===== config.mk =====
export PLATFORM = sky130hd
export DESIGN_NAME = stk_seq
export DESIGN_NICKNAME = d
export VERILOG_FILES = /design/src/rtl/stk_seq_pkg.sv /design/src/rtl/stk_seq_pick.sv /design/src/rtl/stk_seq_sp_step.sv /design/src/rtl/stk_seq.sv
export SDC_FILE = /design/constraint.sdc
export NUM_CORES = 1
export LEC_CHECK = 0
export BUFFER_PORTS_ARGS = -buffer_cell sky130_fd_sc_hd__buf_4
export CORE_MARGIN = 2
export CORE_UTILIZATION = 25
export CTS_BUF_LIST = sky130_fd_sc_hd__clkbuf_8
export CTS_CLUSTER_SIZE = 14
export DETAILED_ROUTE_END_ITERATION = 8
export GPL_TIMING_DRIVEN = 0
export SLEW_MARGIN = 25
export SYNTH_ARGS = -nofsm -noshare
export SYNTH_HDL_FRONTEND = slang
export SYNTH_HIERARCHICAL = 1
export SYNTH_SLANG_ARGS = --single-unit

===== constraint.sdc =====
create_clock -name clk -period 2.55 [get_ports clk]
set_clock_uncertainty 0.1 [all_clocks]
set_input_delay 0.1275 -clock clk [delete_from_list [all_inputs] [get_ports clk]]
set_output_delay 0.1275 -clock clk [all_outputs]
set_load 0.03 [all_outputs]

===== src/rtl/stk_seq_pkg.sv =====
package stk_seq_pkg;

    typedef enum logic [2:0] {
        ST_IDLE,
        ST_LOAD_SP,
        ST_PICK,
        ST_XFER,
        ST_WRITE,
        ST_WB_SP,
        ST_FIN,
        ST_FAULT
    } stk_state_e;

endpackage


===== src/rtl/stk_seq_pick.sv =====
// Priority selector over the set of registers still to transfer.
module stk_seq_pick #(
    parameter int  NREG       = 16,
    parameter bit  HIGH_FIRST = 1'b0,
    localparam int IDX_W      = $clog2(NREG)
) (
    input  logic [NREG-1:0]  vec_i,
    output logic [IDX_W-1:0] idx_o
);

    generate
        if (HIGH_FIRST) begin : g_high
            // later (higher) hits overwrite earlier ones
            always_comb begin
                idx_o = '0;
                for (int i = 0; i < NREG; i++) begin
                    if (vec_i[i]) idx_o = IDX_W'(i);
                end
            end
        end else begin : g_low
            // scan downward so the lowest set bit wins
            always_comb begin
                idx_o = '0;
                for (int i = NREG - 1; i >= 0; i--) begin
                    if (vec_i[i]) idx_o = IDX_W'(i);
                end
            end
        end
    endgenerate

endmodule


===== src/rtl/stk_seq_sp_step.sv =====
// Stack pointer arithmetic and transfer address selection.
module stk_seq_sp_step #(
    parameter int  DATA_W = 32,
    localparam int STEP   = DATA_W / 8
) (
    input  logic [DATA_W-1:0] sp_i,
    input  logic              pop_i,
    output logic [DATA_W-1:0] sp_dec_o,
    output logic [DATA_W-1:0] sp_inc_o,
    output logic [DATA_W-1:0] addr_o
);

    always_comb begin
        sp_dec_o = sp_i - DATA_W'(STEP);
        sp_inc_o = sp_i + DATA_W'(STEP);
        // push stores below the current pointer, pop reads at it
        addr_o   = pop_i ? sp_i : sp_dec_o;
    end

endmodule


===== src/rtl/stk_seq.sv =====
module stk_seq
    import stk_seq_pkg::*;
#(
    parameter int  DATA_W = 32,
    parameter int  NREG   = 16,
    localparam int IDX_W  = $clog2(NREG)
) (
    input  logic              clk,
    input  logic              rst_n,
    input  logic              start_i,
    input  logic              pop_i,
    input  logic [NREG-1:0]   mask_i,
    input  logic [IDX_W-1:0]  sp_sel_i,
    output logic              busy_o,
    output logic              done_o,
    output logic              fault_o,
    output logic [IDX_W-1:0]  rf_raddr_o,
    input  logic [DATA_W-1:0] rf_rdata_i,
    output logic              rf_we_o,
    output logic [IDX_W-1:0]  rf_waddr_o,
    output logic [DATA_W-1:0] rf_wdata_o,
    output logic              mem_req_o,
    output logic              mem_we_o,
    output logic [DATA_W-1:0] mem_addr_o,
    output logic [DATA_W-1:0] mem_wdata_o,
    input  logic [DATA_W-1:0] mem_rdata_i,
    input  logic              mem_ack_i,
    input  logic              mem_err_i
);

    typedef struct packed {
        stk_state_e        st;
        logic              pop;
        logic [NREG-1:0]   rem;
        logic [IDX_W-1:0]  spi;
        logic [DATA_W-1:0] sp;
        logic [DATA_W-1:0] data;
    } seq_t;

    seq_t s_q, s_d;

    logic [IDX_W-1:0]  lo_idx, hi_idx, cur_idx;
    logic [NREG-1:0]   rem_clr;
    logic [DATA_W-1:0] sp_dec, sp_inc, xfer_addr;

    stk_seq_pick #(.NREG(NREG), .HIGH_FIRST(1'b0)) u_pick_lo (
        .vec_i (s_q.rem),
        .idx_o (lo_idx)
    );

    stk_seq_pick #(.NREG(NREG), .HIGH_FIRST(1'b1)) u_pick_hi (
        .vec_i (s_q.rem),
        .idx_o (hi_idx)
    );

    stk_seq_sp_step #(.DATA_W(DATA_W)) u_sp (
        .sp_i     (s_q.sp),
        .pop_i    (s_q.pop),
        .sp_dec_o (sp_dec),
        .sp_inc_o (sp_inc),
        .addr_o   (xfer_addr)
    );

    assign cur_idx = s_q.pop ? hi_idx : lo_idx;
    assign rem_clr = s_q.rem & ~(NREG'(1) << cur_idx);

    always_comb begin
        s_d         = s_q;
        rf_raddr_o  = cur_idx;
        rf_we_o     = 1'b0;
        rf_waddr_o  = cur_idx;
        rf_wdata_o  = s_q.data;
        mem_req_o   = 1'b0;
        mem_we_o    = 1'b0;
        mem_addr_o  = xfer_addr;
        mem_wdata_o = s_q.data;
        done_o      = 1'b0;
        fault_o     = 1'b0;

        unique case (s_q.st)
            ST_IDLE: begin
                if (start_i) begin
                    s_d.st  = ST_LOAD_SP;
                    s_d.pop = pop_i;
                    s_d.rem = mask_i;
                    s_d.spi = sp_sel_i;
                end
            end
            ST_LOAD_SP: begin
                rf_raddr_o = s_q.spi;
                s_d.sp     = rf_rdata_i;
                if (s_q.rem == '0)  s_d.st = ST_WB_SP;
                else if (s_q.pop)   s_d.st = ST_XFER;
                else                s_d.st = ST_PICK;
            end
            ST_PICK: begin
                // register file still holds pre-sequence values here
                s_d.data = rf_rdata_i;
                s_d.st   = ST_XFER;
            end
            ST_XFER: begin
                mem_req_o = 1'b1;
                mem_we_o  = ~s_q.pop;
                if (mem_err_i) begin
                    s_d.st = ST_FAULT;
                end else if (mem_ack_i) begin
                    if (s_q.pop) begin
                        s_d.data = mem_rdata_i;
                        s_d.st   = ST_WRITE;
                    end else begin
                        s_d.sp  = sp_dec;
                        s_d.rem = rem_clr;
                        s_d.st  = (rem_clr == '0) ? ST_WB_SP : ST_PICK;
                    end
                end
            end
            ST_WRITE: begin
                rf_we_o = 1'b1;
                s_d.sp  = sp_inc;
                s_d.rem = rem_clr;
                s_d.st  = (rem_clr == '0) ? ST_WB_SP : ST_XFER;
            end
            ST_WB_SP: begin
                rf_we_o    = 1'b1;
                rf_waddr_o = s_q.spi;
                rf_wdata_o = s_q.sp;
                s_d.st     = ST_FIN;
            end
            ST_FIN: begin
                done_o = 1'b1;
                s_d.st = ST_IDLE;
            end
            ST_FAULT: begin
                fault_o = 1'b1;
                s_d.st  = ST_IDLE;
            end
            default: s_d.st = ST_IDLE;
        endcase
    end

    assign busy_o = (s_q.st != ST_IDLE);

    always_ff @(posedge clk or negedge rst_n) begin
        if (!rst_n) begin
            s_q <= '{st: ST_IDLE, default: '0};
        end else begin
            s_q <= s_d;
        end
    end

endmodule


==> run summary <==
The switching share of power came out at a little over half. The number of enable flip-flop cells after synthesis came out at 0. Hold timing on the final database bottoms out at a slack of ~0.012 ns. After detailed routing, the number of remaining DRC violations is 0. The global-route total usage across every layer came out at approximately a fifth. The number of antenna violations at the first check in global routing is 2.

The worst setup path startpoint is s_q[73]$_DFFE_PN0P_. The count of yosys warnings during synthesis came out at 6. The average vias per placed instance is between 5 and 6. The final worst-path setup slack came out at -0.385 ns.

The max-slew violation total from the final report is 0. The floorplan row count came out at between 60 and 70. The share of synthesized flip-flops with an asynchronous set or reset came out at between 90% and 100%. The worst-case reg-to-reg path depth is 9.

The width of the chip is approximately 180 µm. The root buffer cell is clkbuf_8. Compared with the post-synthesis result, the final layout area differs by 65.3%. The first-iteration detailed-routing DRC count came out at ~760.

The leakage power figure came out at ~5.4 nW. The synthesized netlist occupies a cell area of about 0.0077 mm². The top-level I/O count is 200. TritonCTS built the clock tree. Setup violations remaining at the end of the flow were counted as 15. The portion of total power attributed to combinational logic is a little under 80%.

The power density over the cells is between 1000 and 1500 mW/mm². The number of hold-slack violations in the final timing report came to 0. The average cell area after synthesis is ~8 µm². The post-synth net total came out at around 1100. The count of nets left with antenna violations after detail routing came out at 0.

The share of cells above drive strength 1 is a little over two fifths. The data required time of the worst path came out at 2.79 ns. The post-route clock period utilization came out at 115%.

Setup repair after global routing could not meet its margin everywhere. The critical register-to-register path startpoint is s_q[73]$_DFFE_PN0P_. Summed over all layers, the global routing overflow is 0. After clock tree synthesis, the clock-pin slew on the worst setup and hold paths is ~0.11 ns. The reported net switching power came out at 9.84 mW.

Entering global routing, the biggest net connects between 80 and 90 pins. The hold-critical path depth is 3. The flow ran to the end, but the final reports show violations. The number of iterations in the first detailed-routing pass is 5. The summed area of non-filler cells in the final layout is roughly 0.013 mm². The via count of the first global-routing pass came out at roughly 8900. The total clock buffers created by CTS came out at 9. The transition time of the tightest slew-check pin came out at 0.862 ns. The layout has between 3000 and 4000 filler cells. The maximum fanout encountered on the critical timing path is 12. The insertion delay to the later sink of the worst-skew pair is about 0.39 ns. The via count of the routed design is slightly above 9000. The core footprint came out at around 0.03 mm².

In the layout the commonest cells are 316 x buf_4, 137 x nand2_1, 123 x nor2_1. Sequential cells were found to cover 28.8% of the synthesized design area. The number of buffers on the longest clock path came out at 2. The die area came out at between 0.03 and 0.04 mm². The routed design could run at a clock period as short as a little under 3 ns. Synthesis handed over a netlist of about 1000 instances. The setup path with the least slack is of type reg -> reg. The TritonCTS sink count came out at ~90. The fraction of power consumed by sequential logic is 16.7%. The most used flip-flop cell after synthesis is dfrtp_1. In this run the number of H-tree levels came out at 3. At the end of routability-driven placement, the weighted congestion stood at approximately 0.92. The HPWL after detailed placement is 22800 µm. The path class of the tightest hold or removal check is in -> reg. The final layout contains routed wiring with a total length of ~33000 µm. In this run the tightest slew margin relative to its limit is 42.5%. The floorplan step set the die height to ~180 µm.

The worst setup path is launched from a register. The number of storage elements in the synthesis netlist came out at just under 90. The number of max-cap violations is 0. For this run, the post-layout net count is 1474.

The placed standard-cell area is a little under 0.01 mm². Timing would allow up to between 300 and 400 MHz. The worst-case IR drop observed on VDD is 0.713 mV. In the final routed layout, each cell accounts on average for between 15 and 20 µm. The commonest non-fill, non-tap cell in the layout is buf_4. The internal power came out at between 8 and 9 mW. The endpoint arrival time on the critical path came out at 3.17 ns.

The number of input and output port buffers inserted is just under 200. The portion of total power attributed to the clock network is 5.7%. The checks that failed: setup timing. The first-pass GRT wire length came out at between 50000 and 60000 µm. The launch instance of the worst min-delay path is mem_err_i. The worst setup path is captured at a register.

The count of different cell masters after synthesis is 72. The initial standard-cell utilization of the core is 25.2%.
==> cell families after synthesis <==
kind of cell,count (synthesis),synth area share (%)
AO/OA/AOI/OAI,188,16.9
XOR/XNOR,83,9.49
adder cells (fa/ha/maj),2,0.327
buffers and inverters,137,9.79
flip-flops,88,28.8
multiplexers,44,6.42
AND/OR/NAND/NOR,440,28.3
==> metrics by stage <==
stage	util, %	power (mW)	worst slack (ns)	instances	TNS [ns]
floorplan	-	10.7	0.0189	982	0
global placement	31.9	14.4	-0.809	1577	-19.73
detailed placement	31.9	14.5	-0.721	1577	-19.47
CTS	39.6	17.4	-0.291	1753	-2.02
global route	41.7	19.4	-0.459	1783	-3.87
finish	41.7	18.3	-0.385	1786	-1.92
==> per-layer routing <==
metal / vias to the layer above / GRT usage, % / part of all wire (%)
met5: - / 0 / 0
met4: 0 / 6.47 / 2.7
met3: 74 / 5.28 / 8.3
met2: 413 / 33.9 / 48
met1: 4362 / 25.3 / 41
li1: 4255 / - / -
==> registers in the layout, summed over array words and instances (netlist names) <==
register and flops:
mem_wdata_o 32, s_q 56
==> layout make-up <==
cell class,count,area [µm²],share of cell area (%)
antenna,3,7.51,0.0593
sequential,88,2230,17.6
buffer,115,746,5.89
tap,396,495,3.91
clock inverter,6,50.0,0.395
multi-input combinational,758,5590,44.2
clock buffer,10,138,1.09
inverter,15,63.8,0.504
timing repair buffer,395,3340,26.4
==> power groups by stage <==
stage | Sequential (mW) | Combinational (mW) | Clock [mW]
6_report | 3.06 | 14.2 | 1.04
5_1_grt | 3.17 | 15.1 | 1.12
4_1_cts | 2.98 | 13.4 | 1.07
3_5_place_dp | 3.07 | 11.4 | 0
3_3_place_gp | 3.05 | 11.4 | 0
2_1_floorplan | 2.71 | 7.97 | 0
==> path summary, 6_finish.rpt <==
check / end / slack [ns]
hold / removal: s_q[87]$_DFFE_PN0P_ / 0.01
setup / recovery: s_q[87]$_DFFE_PN0P_ / -0.38
setup reg to reg: s_q[87]$_DFFE_PN0P_ / -0.38
min in group asynchronous: mem_wdata_o[20]$_DFFE_PN0P_ / 0.28
max in group asynchronous: s_q[71]$_DFFE_PN0P_ / 1.42
hold reg to reg: s_q[65]$_DFFE_PN0P_ / 0.43
==> Yosys cell counts (3+ instances only) <==
cell type / number / area (µm²)
or3_1: 8 / 50.1
nand2b_1: 7 / 43.8
nor3_1: 34 / 170
and4_1: 3 / 26.3
a22oi_1: 35 / 263
a31oi_1: 69 / 432
inv_1: 14 / 52.6
nand2_1: 141 / 529
nand4_1: 15 / 93.8
xor2_1: 49 / 429
nand3_1: 21 / 105
nand3b_1: 3 / 22.5
and3_1: 3 / 18.8
o31ai_1: 5 / 37.5
buf_6: 5 / 56.3
o21ai_0: 25 / 125
buf_1: 7 / 26.3
nor3b_2: 5 / 62.6
a22o_1: 17 / 149
clkbuf_1: 44 / 165
nor4_4: 3 / 63.8
clkbuf_2: 3 / 15.0
mux2i_1: 3 / 30.0
nor2_1: 136 / 510
and3b_1: 5 / 43.8
or4_1: 5 / 37.5
nor4_1: 26 / 163
o22ai_1: 8 / 50.1
buf_4: 46 / 345
xnor2_1: 34 / 298
dfrtp_1: 88 / 2200
mux2_2: 39 / 439
nor3b_1: 6 / 45.0
a21oi_1: 10 / 50.1
buf_2: 17 / 85.1
==> repair_timing <==
| action | in CTS | in global routing |
|---|---|---|
| hold buffers | 88 | 0 |
| hold endpoints to repair | 174 | 0 |
| resized for setup | 181 | 108 |
| setup endpoints to repair | 112 | 82 |
| cloned | 1 | 0 |
| pin swaps | 39 | 37 |
| buffers inserted | 73 | 36 |
==> critical path, stage by stage, from the launching register on <==
cell and delay (ns):
dfrtp_2 0.52, buf_4 0.18, o311ai_4 0.32, a311o_2 0.36, and3b_2 0.27, o22ai_1 0.11, a22oi_1 0.22, nand4_1 0.28
nor4_4 0.34, o211a_1 0.17
Power figures use the tool's default switching activity.
